### config.mk
export PLATFORM = sky130hd
export DESIGN_NAME = wide_uptimer
export DESIGN_NICKNAME = d
export VERILOG_FILES = /design/src/rtl/wide_uptimer_pkg.sv /design/src/rtl/uptimer_bus_decode.sv /design/src/rtl/uptimer_counter.sv /design/src/rtl/uptimer_wstat.sv /design/src/rtl/wide_uptimer.sv
export SDC_FILE = /design/constraint.sdc
export NUM_CORES = 1
export LEC_CHECK = 0
export BUFFER_PORTS_ARGS = -buffer_cell sky130_fd_sc_hd__buf_2
export CAP_MARGIN = 20
export CORE_AREA = 2 2 115 117
export CTS_BUF_LIST = sky130_fd_sc_hd__clkbuf_16
export DETAILED_ROUTE_END_ITERATION = 6
export DIE_AREA = 0 0 117 119
export GPL_ROUTABILITY_DRIVEN = 0
export PLACE_DENSITY = 0.71
export SLEW_MARGIN = 25
export SYNTH_ARGS = -nofsm -noshare
export SYNTH_HDL_FRONTEND = slang
export SYNTH_SLANG_ARGS = --single-unit
### constraint.sdc
create_clock -name clk -period 3.1 [get_ports clk]
set_input_delay 0.62 -clock clk [delete_from_list [all_inputs] [get_ports clk]]
set_output_delay 0.62 -clock clk [all_outputs]
set_load 0.05 [all_outputs]
### src/rtl/wide_uptimer_pkg.sv
package wide_uptimer_pkg;
  localparam int BYTES_PER_WORD = 4;

  function automatic int byte_to_word(input int byte_ofs);
    return byte_ofs / BYTES_PER_WORD;
  endfunction
endpackage

### src/rtl/uptimer_bus_decode.sv
module uptimer_bus_decode
  import wide_uptimer_pkg::*;
#(
  parameter int ADDR_W   = 10,
  parameter int DW       = 32,
  parameter int NSEG     = 2,
  parameter int CNT_OFS  = 'h100,
  parameter int STAT_OFS = 'h110,
  parameter int CTRL_OFS = 'h240,
  parameter int RUN_BIT  = 8
) (
  input  logic               clk,
  input  logic               rst_n,
  input  logic               valid,
  input  logic               we,
  input  logic [ADDR_W-1:0]  addr,
  input  logic [NSEG*DW-1:0] count,
  input  logic               run,
  input  logic [NSEG-1:0]    wstat,
  output logic [NSEG-1:0]    seg_ld,
  output logic               stat_wr,
  output logic               ctrl_wr,
  output logic [DW-1:0]      rdata
);
  localparam logic [ADDR_W-1:0] CNT_WA  = ADDR_W'(byte_to_word(CNT_OFS));
  localparam logic [ADDR_W-1:0] STAT_WA = ADDR_W'(byte_to_word(STAT_OFS));
  localparam logic [ADDR_W-1:0] CTRL_WA = ADDR_W'(byte_to_word(CTRL_OFS));

  logic [NSEG-1:0] seg_hit;
  logic            stat_hit;
  logic            ctrl_hit;
  logic            rd_req;
  logic            wr_req;
  logic [DW-1:0]   rd_val;
  logic [DW-1:0]   rdata_d;
  logic [DW-1:0]   rdata_q;

  for (genvar i = 0; i < NSEG; i++) begin : g_seg_hit
    localparam logic [ADDR_W-1:0] SEG_WA = CNT_WA + ADDR_W'(i);
    assign seg_hit[i] = (addr == SEG_WA);
  end

  assign stat_hit = (addr == STAT_WA);
  assign ctrl_hit = (addr == CTRL_WA);
  assign rd_req   = valid && !we;
  assign wr_req   = valid && we;

  assign seg_ld  = wr_req ? seg_hit : '0;
  assign stat_wr = wr_req && stat_hit;
  assign ctrl_wr = wr_req && ctrl_hit;

  always_comb begin
    rd_val = '0;
    for (int i = 0; i < NSEG; i++) begin
      if (seg_hit[i]) rd_val = count[i*DW +: DW];
    end
    if (stat_hit) rd_val[NSEG-1:0] = wstat;
    if (ctrl_hit) rd_val[RUN_BIT]  = run;
  end

  always_comb begin
    rdata_d = rdata_q;
    if (rd_req) rdata_d = rd_val;
  end

  always_ff @(posedge clk or negedge rst_n) begin
    if (!rst_n) rdata_q <= '0;
    else if (rd_req) rdata_q <= rdata_d;
  end

  assign rdata = rdata_q;

  // read data only moves on a read request
  p_rdata_hold_r3: assert property (@(posedge clk) disable iff (!rst_n)
    !(valid && !we) |=> $stable(rdata));

  // low-half read returns the count held at the request edge
  p_rd_low_r3: assert property (@(posedge clk) disable iff (!rst_n)
    (valid && !we && addr == CNT_WA) |=> rdata == $past(count[DW-1:0]));

  // a read of an unmapped word returns zero
  p_unmapped_r10: assert property (@(posedge clk) disable iff (!rst_n)
    (valid && !we && !(|seg_hit) && !stat_hit && !ctrl_hit) |=> rdata == '0);
endmodule

### src/rtl/uptimer_counter.sv
module uptimer_counter #(
  parameter int DW   = 32,
  parameter int NSEG = 2
) (
  input  logic               clk,
  input  logic               rst_n,
  input  logic               run,
  input  logic [NSEG-1:0]    seg_ld,
  input  logic [DW-1:0]      ld_data,
  output logic [NSEG*DW-1:0] count
);
  localparam int CW = NSEG * DW;

  logic          any_ld;
  logic          cnt_en;
  logic [CW-1:0] stepped;
  logic [CW-1:0] base;
  logic [CW-1:0] count_d;
  logic [CW-1:0] count_q;

  assign any_ld  = |seg_ld;
  assign cnt_en  = any_ld || run;
  assign stepped = count_q + CW'(1);

  always_comb begin
    base = count_q;
    if (!any_ld && run) base = stepped;
  end

  for (genvar i = 0; i < NSEG; i++) begin : g_seg_next
    assign count_d[i*DW +: DW] = seg_ld[i] ? ld_data : base[i*DW +: DW];
  end

  always_ff @(posedge clk or negedge rst_n) begin
    if (!rst_n) count_q <= '0;
    else if (cnt_en) count_q <= count_d;
  end

  assign count = count_q;

  // stopped and no load -> hold
  p_hold_r2: assert property (@(posedge clk) disable iff (!rst_n)
    (!run && !(|seg_ld)) |=> $stable(count_q));

  // running and no load -> +1 across the full width
  p_step_r2: assert property (@(posedge clk) disable iff (!rst_n)
    (run && !(|seg_ld)) |=> count_q == $past(count_q) + CW'(1));

  // all-ones wraps to zero
  p_wrap_r7: assert property (@(posedge clk) disable iff (!rst_n)
    (run && !(|seg_ld) && (&count_q)) |=> count_q == '0);

  for (genvar i = 0; i < NSEG; i++) begin : g_ld_chk
    // R4 (segment 0) and R5 (segment 1): load lands and beats the step
    p_load_seg_r4: assert property (@(posedge clk) disable iff (!rst_n)
      seg_ld[i] |=> count_q[i*DW +: DW] == $past(ld_data));
  end
endmodule

### src/rtl/uptimer_wstat.sv
module uptimer_wstat #(
  parameter int NSEG = 2
) (
  input  logic            clk,
  input  logic            rst_n,
  input  logic [NSEG-1:0] seg_ld,
  input  logic            stat_wr,
  input  logic [NSEG-1:0] clr_mask,
  output logic [NSEG-1:0] wstat
);
  logic [NSEG-1:0] pend_q;
  logic [NSEG-1:0] clr_vec;
  logic [NSEG-1:0] wstat_d;
  logic [NSEG-1:0] wstat_q;
  logic            wstat_en;

  assign clr_vec  = stat_wr ? clr_mask : '0;
  assign wstat_en = stat_wr || (|pend_q);

  for (genvar i = 0; i < NSEG; i++) begin : g_flag_next
    assign wstat_d[i] = pend_q[i] | (wstat_q[i] & ~clr_vec[i]);
  end

  always_ff @(posedge clk or negedge rst_n) begin
    if (!rst_n) pend_q <= '0;
    else pend_q <= seg_ld;
  end

  always_ff @(posedge clk or negedge rst_n) begin
    if (!rst_n) wstat_q <= '0;
    else if (wstat_en) wstat_q <= wstat_d;
  end

  assign wstat = wstat_q;

  for (genvar i = 0; i < NSEG; i++) begin : g_flag_chk
    // confirmation two edges after the load request
    p_set_late_r8: assert property (@(posedge clk) disable iff (!rst_n)
      seg_ld[i] |=> ##1 wstat_q[i]);
    // a one clears when no confirmation is pending
    p_clear_r9: assert property (@(posedge clk) disable iff (!rst_n)
      (stat_wr && clr_mask[i] && !pend_q[i]) |=> !wstat_q[i]);
    // without a clear, a set flag stays set
    p_sticky_r9: assert property (@(posedge clk) disable iff (!rst_n)
      (wstat_q[i] && !(stat_wr && clr_mask[i])) |=> wstat_q[i]);
  end
endmodule

### src/rtl/wide_uptimer.sv
module wide_uptimer
  import wide_uptimer_pkg::*;
#(
  parameter int CNT_W    = 64,
  parameter int DATA_W   = 32,
  parameter int ADDR_W   = 10,
  parameter int CNT_OFS  = 'h100,
  parameter int STAT_OFS = 'h110,
  parameter int CTRL_OFS = 'h240,
  parameter int RUN_BIT  = 8
) (
  input  logic              clk,
  input  logic              rst_n,
  input  logic              bus_valid,
  input  logic              bus_we,
  input  logic [ADDR_W-1:0] bus_addr,
  input  logic [DATA_W-1:0] bus_wdata,
  output logic [DATA_W-1:0] bus_rdata,
  output logic [CNT_W-1:0]  count_value
);
  localparam int NSEG = CNT_W / DATA_W;

  logic [1:0]       rst_sync_q;
  logic             rst_int_n;
  logic [NSEG-1:0]  seg_ld;
  logic             stat_wr;
  logic             ctrl_wr;
  logic             run_d;
  logic             run_q;
  logic [NSEG-1:0]  wstat;
  logic [CNT_W-1:0] count;

  always_ff @(posedge clk or negedge rst_n) begin
    if (!rst_n) rst_sync_q <= '0;
    else rst_sync_q <= {rst_sync_q[0], 1'b1};
  end
  assign rst_int_n = rst_sync_q[1];

  always_comb begin
    run_d = run_q;
    if (ctrl_wr) run_d = bus_wdata[RUN_BIT];
  end

  always_ff @(posedge clk or negedge rst_int_n) begin
    if (!rst_int_n) run_q <= 1'b0;
    else if (ctrl_wr) run_q <= run_d;
  end

  uptimer_bus_decode #(
    .ADDR_W(ADDR_W), .DW(DATA_W), .NSEG(NSEG), .CNT_OFS(CNT_OFS),
    .STAT_OFS(STAT_OFS), .CTRL_OFS(CTRL_OFS), .RUN_BIT(RUN_BIT)
  ) u_decode (
    .clk(clk), .rst_n(rst_int_n), .valid(bus_valid), .we(bus_we),
    .addr(bus_addr), .count(count), .run(run_q), .wstat(wstat),
    .seg_ld(seg_ld), .stat_wr(stat_wr), .ctrl_wr(ctrl_wr), .rdata(bus_rdata)
  );

  uptimer_counter #(.DW(DATA_W), .NSEG(NSEG)) u_counter (
    .clk(clk), .rst_n(rst_int_n), .run(run_q), .seg_ld(seg_ld),
    .ld_data(bus_wdata), .count(count)
  );

  uptimer_wstat #(.NSEG(NSEG)) u_wstat (
    .clk(clk), .rst_n(rst_int_n), .seg_ld(seg_ld), .stat_wr(stat_wr),
    .clr_mask(bus_wdata[NSEG-1:0]), .wstat(wstat)
  );

  assign count_value = count;

  // control write sets the run flag from bit RUN_BIT
  p_run_ctl_r2: assert property (@(posedge clk) disable iff (!rst_int_n)
    ctrl_wr |=> run_q == $past(bus_wdata[RUN_BIT]));

  // while reset is held, the exported count is zero
  p_reset_zero_r1: assert property (@(posedge clk)
    !rst_int_n |-> count_value == '0);
endmodule

After elaboration in Yosys (flattened, before gate mapping)
Cells that the tools add are included.
{"block": "word_totals", "reg_bits": 103, "in_bits": 46, "output_inout_bits": 96, "elab_cells": 42}
{"block": "op_classes", "add_sub_neg": 1, "n_eq_ne": 4, "mux": 9, "bitwise": 6, "reduce_logical": 15}
{"operator": "$mux 32", "count": 4}
{"operator": "$add 64x1->64 const B", "count": 1}
{"operator": "$mux 64", "count": 1}
{"operator": "$eq 10x7->1 const B", "count": 3}
{"operator": "$eq 10x8->1 const B", "count": 1}
{"operator": "$mux 2", "count": 3}
{"operator": "$logic_and 1x1->1", "count": 5}
{"operator": "$reduce_and 2->1", "count": 2}
{"operator": "$reduce_bool 2->1", "count": 2}
{"operator": "$reduce_or 2->1", "count": 2}
{"operator": "$and 1x1->1", "count": 2}
{"operator": "$logic_not 1->1", "count": 2}
{"operator": "$logic_or 1x1->1", "count": 2}
{"operator": "$not 1->1", "count": 2}
{"operator": "$or 1x1->1", "count": 2}
{"operator": "$mux 1", "count": 1}

Longest topological paths before layout
Gate-level depths: netlist of run 1.
{"block": "depth", "ltp_word": 7, "depth_mapped": 9, "mapped_depth_nobuf": 7}

Modules after synthesis
Synthesis of run 1 repeated with hierarchy kept, for this count alone.
{"block": "unflattened", "cells_unflattened": 659, "area_unflattened_um2": 5870.6}
{"mod": "uptimer_counter", "instances": 1, "cells_per_inst": 483, "area_each_um2": 4027.6, "seq_area_each_um2": 1601.5}
{"mod": "uptimer_bus_decode", "instances": 1, "cells_per_inst": 163, "area_each_um2": 1626.6, "seq_area_each_um2": 800.8}
{"mod": "uptimer_wstat", "instances": 1, "cells_per_inst": 8, "area_each_um2": 122.6, "seq_area_each_um2": 100.1}
{"mod": "wide_uptimer", "instances": 1, "cells_per_inst": 5, "area_each_um2": 93.8, "seq_area_each_um2": 75.1}

Worst setup path after synthesis of run 1
No wires, ideal clock.
{"block": "synth_path", "kind": "register -> register", "from": "register u_counter.count_q[0] (netlist: u_counter.count[0])", "to": "register u_counter.count_q[60] (netlist: u_counter.count[60])", "setup_ns": 0.120, "arrival_ns": 2.525, "required_time_ns": 2.980, "setup_slack_ns": 0.455, "path_stages_with_launch": 9, "path_buffers": 1, "period_less_slack_ns": 2.645, "path_cell_list": "dfrtp_1 -> ha_1 -> nand2_1 -> or3_1 -> or4b_1 -> buf_2 -> nor4_2 -> xnor2_1 -> o21ai_2"}
{"block": "synth_via", "elab_chain_cells": 3}
{"element": "from (decl)", "line_no": "uptimer_counter.sv:19", "text": "logic [CW-1:0] count_q;"}
{"element": "from (signal assigned)", "line_no": "uptimer_counter.sv:36", "text": "else if (cnt_en) count_q <= count_d;"}
{"element": "$add 64x1->64", "line_no": "uptimer_counter.sv:23", "text": "assign stepped = count_q + CW'(1);"}
{"element": "$mux 64", "line_no": "uptimer_counter.sv:27", "text": "if (!any_ld && run) base = stepped;"}
{"element": "$mux 32", "line_no": "uptimer_counter.sv:31", "text": "assign count_d[i*DW +: DW] = seg_ld[i] ? ld_data : base[i*DW +: DW];"}
No other way between the ends. The select of a mux whose other input is x is not followed.
A chain may end at the register's enable or synchronous reset.

Worst setup path after layout of run 1
{"block": "layout_path", "from": "register u_counter.count_q[20] (netlist: u_counter.count[20])", "to": "register u_counter.count_q[41] (netlist: u_counter.count[41])"}
Same word-level chain as after synthesis.

==> metrics.csv, run 1 <==
metric,value,unit
layout_common_cells,"141 x buf_2, 102 x dfrtp_1, 72 x nor2_1",
post_cts_resized,0,
path_cells,nand4_1 > nor3b_1 > nand2b_1 > nor4_1 > nor3_1 > a211oi_1,
ys_seq_elements,103,
cp.required,3.35,ns
cts.sinks,103,
synth_cell_type_count,60,
crit_type,flip-flop to flip-flop,
mappedNetlistArea,5560,um^2
cp-end-kind,flip-flop,
fmax,365,MHz
worstRegToRegCells,6,
grt_pass1_vias,5385,
grt.total_usage,26.0,%
cts_setup_buffers,0,
first_pass_iters,5,
die_width,117,um
p_leak,2.94,nW
antenna_found_initial,0,
use_met2,41.5,%
path_buf_inv,0,
synthSimpleGateAreaFrac,25.4,%
vias_per_cell,5.85,
io-pin-count,142,
multi_input_area,2830,um^2
arrival,2.99,ns
maxCapViolCount,0,
maxSlewViolCount,0,
layout-drive-gt1-share,25.5,%
wl,17600,um
h-tree-depth,3,
grt_overflow,0,
startpoint_type,flip-flop,
ctsHoldBuffers,0,
synth_top_family_by_area,simple AND/OR/NAND/NOR gates,
layout_commonest_cell,buf_2,
critPathTopFamily,simple AND/OR/NAND/NOR gates,
tritoncts,done,
syn_avg_cell_area,8.85,um^2
synth-warning-count,0,
synthCells,628,
crit_cells,6,
power_density,462,nW/um^2
regArea,2580,um^2
rows,42,
clock_latency,0.35,ns
grt-busiest-layer,met2,
place_ws,0.200,ns
worstMarginPinSlew,0.722,ns
clock_path_buffers,2,
hold_violations,0,
setup_slack,0.357,ns
syn_nets,675,
grt_max_degree,57,
core,12900,um^2
synth_mux_area_share,0.743,%
finalCritPeriodShare,88.5,%
die_h,119,um
dp_hpwl,13000,um
period_minus_slack,2.74,ns
met3_usage,4.53,%
synthArstFlopShare,100,%
dieArea,13900,um^2
ys.flop_type,dfrtp_1,
io_buffers,141,
drt-initial-drc-count,436,
vdd_drop_max,338,uV
start_util,43.2,%
cts_buffers,9,
grt_pass1_wl,28000,um
synth_compound_area_share,16.4,%
drc,0,
rsz0062_at_grt,false,
crit_path_top_delay_cell,nor3b_1,
fin_nets,817,
synth-xor-area-share,7.56,%
synth-seq-area-share,46.4,%
num_vias,5564,
clkSlewWorstSetupHoldPaths,0.07,ns
cts_root_buffer,clkbuf_16,
synthToLayoutAreaGrowth,24.7,%
setup_viol,0,
fin_tns_setup,0,ns
fillers,1172,
status,"complete, no violations",
antenna_left,0,
synth_edf_count,0,
finalClockSkew,0.00911,ns
insertedDiodeCount,0,
critPathMaxFanout,15,
met1_usage,35.7,%
synthAdderAreaFrac,0.225,%
hold_class,input pin to async pin,
slowest_delay,0.54,ns
slew_headroom,51.8,%
wire_per_inst,18.6,um
## synthesized netlist by cell type, types with 4 or more instances
cell type | count | area, um^2
a211oi_1 | 4 | 30.0
a21oi_1 | 47 | 235
a22oi_1 | 29 | 218
and3_1 | 10 | 62.6
buf_2 | 11 | 55.1
clkbuf_1 | 19 | 71.3
dfrtp_1 | 103 | 2580
inv_1 | 7 | 26.3
nand2_1 | 64 | 240
nand2b_1 | 4 | 25.0
nand3_1 | 32 | 160
nand4_1 | 27 | 169
nor2_1 | 72 | 270
nor3_1 | 27 | 135
nor3_2 | 5 | 50.1
nor4_1 | 11 | 68.8
o21ai_0 | 38 | 190
or3_1 | 4 | 25.0
xnor2_1 | 30 | 263
xor2_1 | 18 | 158
## power breakdown
part	internal [mW]	total, mW	switching, mW
Clock	0.784	1.29	0.502
Combinational	0.109	0.447	0.339
Sequential	1.41	1.47	0.0608
## cells by family after synthesis
kind of cell | after synthesis
simple gates | 281
compound gates | 147
flops | 103
xor+xnor | 48
buf+inv | 43
mux | 4
fa+ha+maj | 1
other cells | 1
## path summary, 6_finish.rpt
kind / from / end / slack (ns)
max in group asynchronous: rst_sync_q[1] / u_counter.count[47] / 2.00
worst max register to register: u_counter.count[20] / u_counter.count[41] / 0.36
worst min-delay path: rst_n / rst_sync_q[1] / 0.04
worst min register to register: rst_sync_q[1] / u_decode.rdata[30] / 0.35
worst max-delay path: u_counter.count[20] / u_counter.count[41] / 0.36
min in group clk: rst_sync_q[0] / rst_sync_q[1] / 0.36
## metrics by stage
| step | power, mW | hold slack (ns) | cell area [um^2] | std cells | utilization [%] |
|---|---|---|---|---|---|
| floorplan | 1.79 | 0.324 | 5560 | 628 | - |
| global placement | 1.94 | 0.340 | 6600 | 935 | 51.2 |
| detailed placement | 1.94 | 0.337 | 6600 | 935 | 51.2 |
| finish | 3.20 | 0.0420 | 6930 | 951 | 53.9 |
| CTS | 3.23 | 0.0331 | 6930 | 951 | 53.9 |
| global route | 3.31 | 0.0371 | 6930 | 951 | 53.9 |
## area by class of cell
type | count | share of cell area, %
clock buffer | 9 | 3.25
clock inverter | 7 | 1.61
inverter | 9 | 0.505
multi-input combinational | 482 | 40.7
sequential | 103 | 37.2
tap | 176 | 3.18
timing repair buffer | 165 | 13.5
## metal layers
metal  share of wire [%]  up-vias
met2                  49      252
met5                   0        -
met4                 2.5        0
met1                  41     2713
met3                 7.4       37
li1                    -     2562
## registers in the layout, summed over array words and instances, names as in the netlist
name and flops:
u_decode.rdata 32, rst_sync_q 2, u_counter.count 64, run_q 1, u_wstat.pend_q 2, u_wstat.wstat 2
Power figures use the tool's default switching activity.
==> inputs of run 2 (changes only) <==
- HOLD_SLACK_MARGIN: unset -> 0.1
==> metrics.csv, run 2 (synthesized netlist as in run 1, its figures left out) <==
metric,value,unit
grt_pass1_vias,5385,
cts.sinks,103,
seqPwrFrac,45.8,%
maxSlewViolCount,0,
rows,42,
grt_pass1_wl,28000,um
insertedDiodeCount,0,
vias_per_cell,5.84,
switching_share,28.2,%
cts_root_buffer,clkbuf_16,
p_leak,2.95,nW
crit_type,flip-flop to flip-flop,
drc,0,
die_width,117,um
finalClockSkew,0.00931,ns
p_int,2.30,mW
worstMarginPinSlew,0.718,ns
power_density,461,nW/um^2
grt_overflow,0,
clkSlewWorstSetupHoldPaths,0.07,ns
r2r_setup_slack,0.38,ns
place_ws,0.200,ns
h-tree-depth,3,
utilization,53.9,%
fmax,368,MHz
p_comb_share,14.0,%
grt.total_usage,26.0,%
hold_violations,0,
wire_per_inst,18.5,um
antenna_found_initial,0,
io_buffers,141,
fin_tns_setup,0,ns
fin_nets,818,
dieArea,13900,um^2
setup_slack,0.383,ns
drt-initial-drc-count,345,
largest_register_ffs,64,
cts_buffers,9,
hold_class,flip-flop to async pin,
status,"complete, no violations",
cp.required,3.35,ns
grt_max_degree,57,
layout_commonest_cell,buf_2,
wl,17600,um
num_vias,5559,
setup_viol,0,
critPathMaxFanout,15,
core,12900,um^2
start_util,43.2,%
pwr-share-clk,40.2,%
layout-drive-gt1-share,25.5,%
dp_hpwl,13000,um
io-pin-count,142,
finalCritPeriodShare,87.6,%
switchingPower,0.903,mW
die_h,119,um
slew_headroom,52.0,%
clock_latency,0.35,ns
layout_common_cells,"141 x buf_2, 102 x dfrtp_1, 72 x nor2_1",
startpoint_type,flip-flop,
first_pass_iters,5,
period_minus_slack,2.72,ns
synthToLayoutAreaGrowth,24.9,%
maxCapViolCount,0,
cp-end-kind,flip-flop,
antenna_left,0,
rsz0062_at_grt,false,
arrival,2.97,ns
vdd_drop_max,339,uV
clock_path_buffers,2,
tritoncts,done,
[run 2: cell types whose count changed in the layout (fill, tap and decap cells not counted), sizes merged]
cell         before  now
dlygate4sd3       0    1
[run 2: metal layers]
metal | global-route usage [%] | up-vias | routed length (um)
met1 | 35.7 | 2698 | 7230
met5 | 0 | - | 0
li1 | - | 2559 | -
met3 | 4.53 | 39 | 1360
met2 | 41.5 | 263 | 8610
met4 | 9.12 | 0 | 445
[run 2: timing repair]
item / 4_1_cts / 5_1_grt
hold buffers: 1 / 0
gates resized for setup: 0 / 0
endpoints found under the hold margin: 2 / 0
buffers inserted: 0 / 0
endpoints found under the setup margin: 0 / 0
[run 2: stage by stage]
step	instances	hold slack (ns)	area, um^2	power [mW]
2_1_floorplan	628	0.324	5560	1.79
3_3_place_gp	935	0.340	6600	1.94
3_5_place_dp	935	0.337	6600	1.94
4_1_cts	952	0.362	6940	3.23
5_1_grt	952	0.371	6940	3.31
6_report	952	0.351	6940	3.20
[run 2: worst max-delay path, stage by stage, from the launching register on]
cell      delay, ns
dfrtp_1        0.49
nand4_1        0.19
nor3b_1        0.52
nand2b_1       0.53
nor4_1         0.53
nor3_1         0.09
a211oi_1       0.25
[run 2: area by class of cell]
cell class / count / area, um^2
fill: 1171 / 5930
multi-input combinational: 482 / 2830
sequential: 103 / 2580
timing repair buffer: 166 / 946
clock buffer: 9 / 225
tap: 176 / 220
clock inverter: 7 / 111
inverter: 9 / 35.0
[run 2: final timing paths]
check,from,to,cells after the start
max,u_counter.count[20],u_counter.count[41],6
min,rst_sync_q[1],u_decode.rdata[30],0
max reg2reg,u_counter.count[20],u_counter.count[41],6
min reg2reg,rst_sync_q[1],u_decode.rdata[30],0
max in group asynchronous,rst_sync_q[1],u_counter.count[47],1
min in group clk,rst_sync_q[0],rst_sync_q[1],0
[run 2: power by group through the flow]
stage	registers (mW)	logic [mW]	clock network (mW)
after floorplan	1.71	0.0783	0
after global placement	1.49	0.445	0
after detailed placement	1.49	0.450	0
after CTS	1.47	0.451	1.31
after global routing	1.48	0.476	1.36
final	1.47	0.448	1.29
==> inputs of run 3 (changes only) <==
- CELL_PAD_IN_SITES_DETAIL_PLACEMENT: unset -> 2
- CELL_PAD_IN_SITES_GLOBAL_PLACEMENT: unset -> 2
- CORE_AREA: 2 2 115 117 -> 2 2 144 146
- DIE_AREA: 0 0 117 119 -> 0 0 146 148
- PLACE_DENSITY: 0.71 -> unset
- PLACE_DENSITY_LB_ADDON: unset -> 0.1
==> metrics.csv, run 3 (synthesized netlist as in run 1, its figures left out) <==
metric,value,unit
status,"complete, no violations",
cts_root_buffer,clkbuf_16,
cp-end-kind,flip-flop,
drt-initial-drc-count,358,
layout_common_cells,"141 x buf_2, 102 x dfrtp_1, 72 x nor2_1",
insertedDiodeCount,0,
setup_viol,0,
largest_register_ffs,64,
utilization,35.5,%
startpoint_type,flip-flop,
vias_per_cell,5.34,
clock_path_buffers,2,
power_density,437,nW/um^2
p_leak,2.99,nW
wl,23400,um
rsz0062_at_grt,false,
rows,52,
grt.total_usage,22.1,%
grt_pass1_wl,37000,um
clkSlewWorstSetupHoldPaths,0.07,ns
grt_max_degree,57,
fin_nets,831,
io_buffers,141,
cts_setup_buffers,0,
worstMarginPinSlew,0.745,ns
clock_latency,0.36,ns
drc,0,
grt_pass1_vias,6286,
cp.required,3.35,ns
maxCapViolCount,0,
ctsHoldBuffers,1,
slew_headroom,50.3,%
maxSlewViolCount,0,
layout_commonest_cell,buf_2,
critPathMaxFanout,6,
synthToLayoutAreaGrowth,27.9,%
wire_per_inst,22.1,um
dp_hpwl,17400,um
finalClockSkew,0.00772,ns
vdd_drop_max,258,uV
hold_violations,0,
first_pass_iters,4,
core,20000,um^2
fmax,354,MHz
die_width,146,um
antenna_found_initial,0,
dieArea,21600,um^2
tritoncts,done,
finalCritPeriodShare,91.2,%
hold_class,flip-flop to flip-flop,
die_h,148,um
fillers,2372,
grt_overflow,0,
fin_tns_setup,0,ns
cts.sinks,103,
cts_buffers,9,
setup_slack,0.272,ns
arrival,3.08,ns
io-pin-count,142,
place_ws,0.111,ns
total_power,3.10,mW
start_util,27.7,%
antenna_left,0,
period_minus_slack,2.83,ns
layout-drive-gt1-share,26.6,%
post_cts_resized,0,
crit_type,flip-flop to flip-flop,
num_vias,5654,
h-tree-depth,3,
==> run 3: per-stage QoR <==
step / cells / hold WS (ns) / area, um^2
2_1_floorplan: 628 / 0.324 / 5560
3_3_place_gp: 1042 / 0.343 / 6810
3_5_place_dp: 1042 / 0.339 / 6810
4_1_cts: 1059 / 0.362 / 7110
5_1_grt: 1059 / 0.365 / 7110
6_report: 1059 / 0.359 / 7110
==> run 3: worst paths after layout <==
path                                    startpoint                   to  slack, ns  depth (start not counted)
max in group asynchronous            rst_sync_q[1]  u_counter.count[46]       1.98                          1
worst max register to register  u_counter.count[1]  u_counter.count[60]       0.27                          7
worst min register to register       rst_sync_q[0]        rst_sync_q[1]       0.36                          0
worst min-delay path                 rst_sync_q[0]        rst_sync_q[1]       0.36                          0
worst max-delay path            u_counter.count[1]  u_counter.count[60]       0.27                          7
min in group asynchronous            rst_sync_q[1]   u_decode.rdata[31]       0.37                          0
==> run 3: layout make-up <==
| cell class | instances | area, um^2 | share of cell area, % |
|---|---|---|---|
| flip-flops and latches | 103 | 2580 | 36.3 |
| clock buffers | 9 | 225 | 3.17 |
| clock inverters | 7 | 62.6 | 0.880 |
| multi-input cells | 482 | 2830 | 39.7 |
| repair buffers | 179 | 1040 | 14.7 |
| well taps | 270 | 338 | 4.75 |
| inverters | 9 | 35.0 | 0.493 |
==> run 3: worst max-delay path, stage by stage (launching register included) <==
cell and delay, ns:
dfrtp_1 0.49, ha_1 0.24, nand2_1 0.15, or3_1 0.43, or4b_1 0.76, nor4_2 0.39
xnor2_1 0.19, o21ai_2 0.06
==> run 3: layer usage <==
metal,global-route usage (%),part of all wire [%],vias up
met1,28.9,45,2921
met5,0,0,-
met2,38.1,49,120
met4,6.80,1.9,0
met3,3.06,3.4,28
li1,-,-,2585
==> run 3: power by group <==
part           total (mW)  internal (mW)  switching, mW
combinational       0.467          0.114          0.353
clock                1.17          0.621          0.552
sequential           1.46           1.41         0.0588
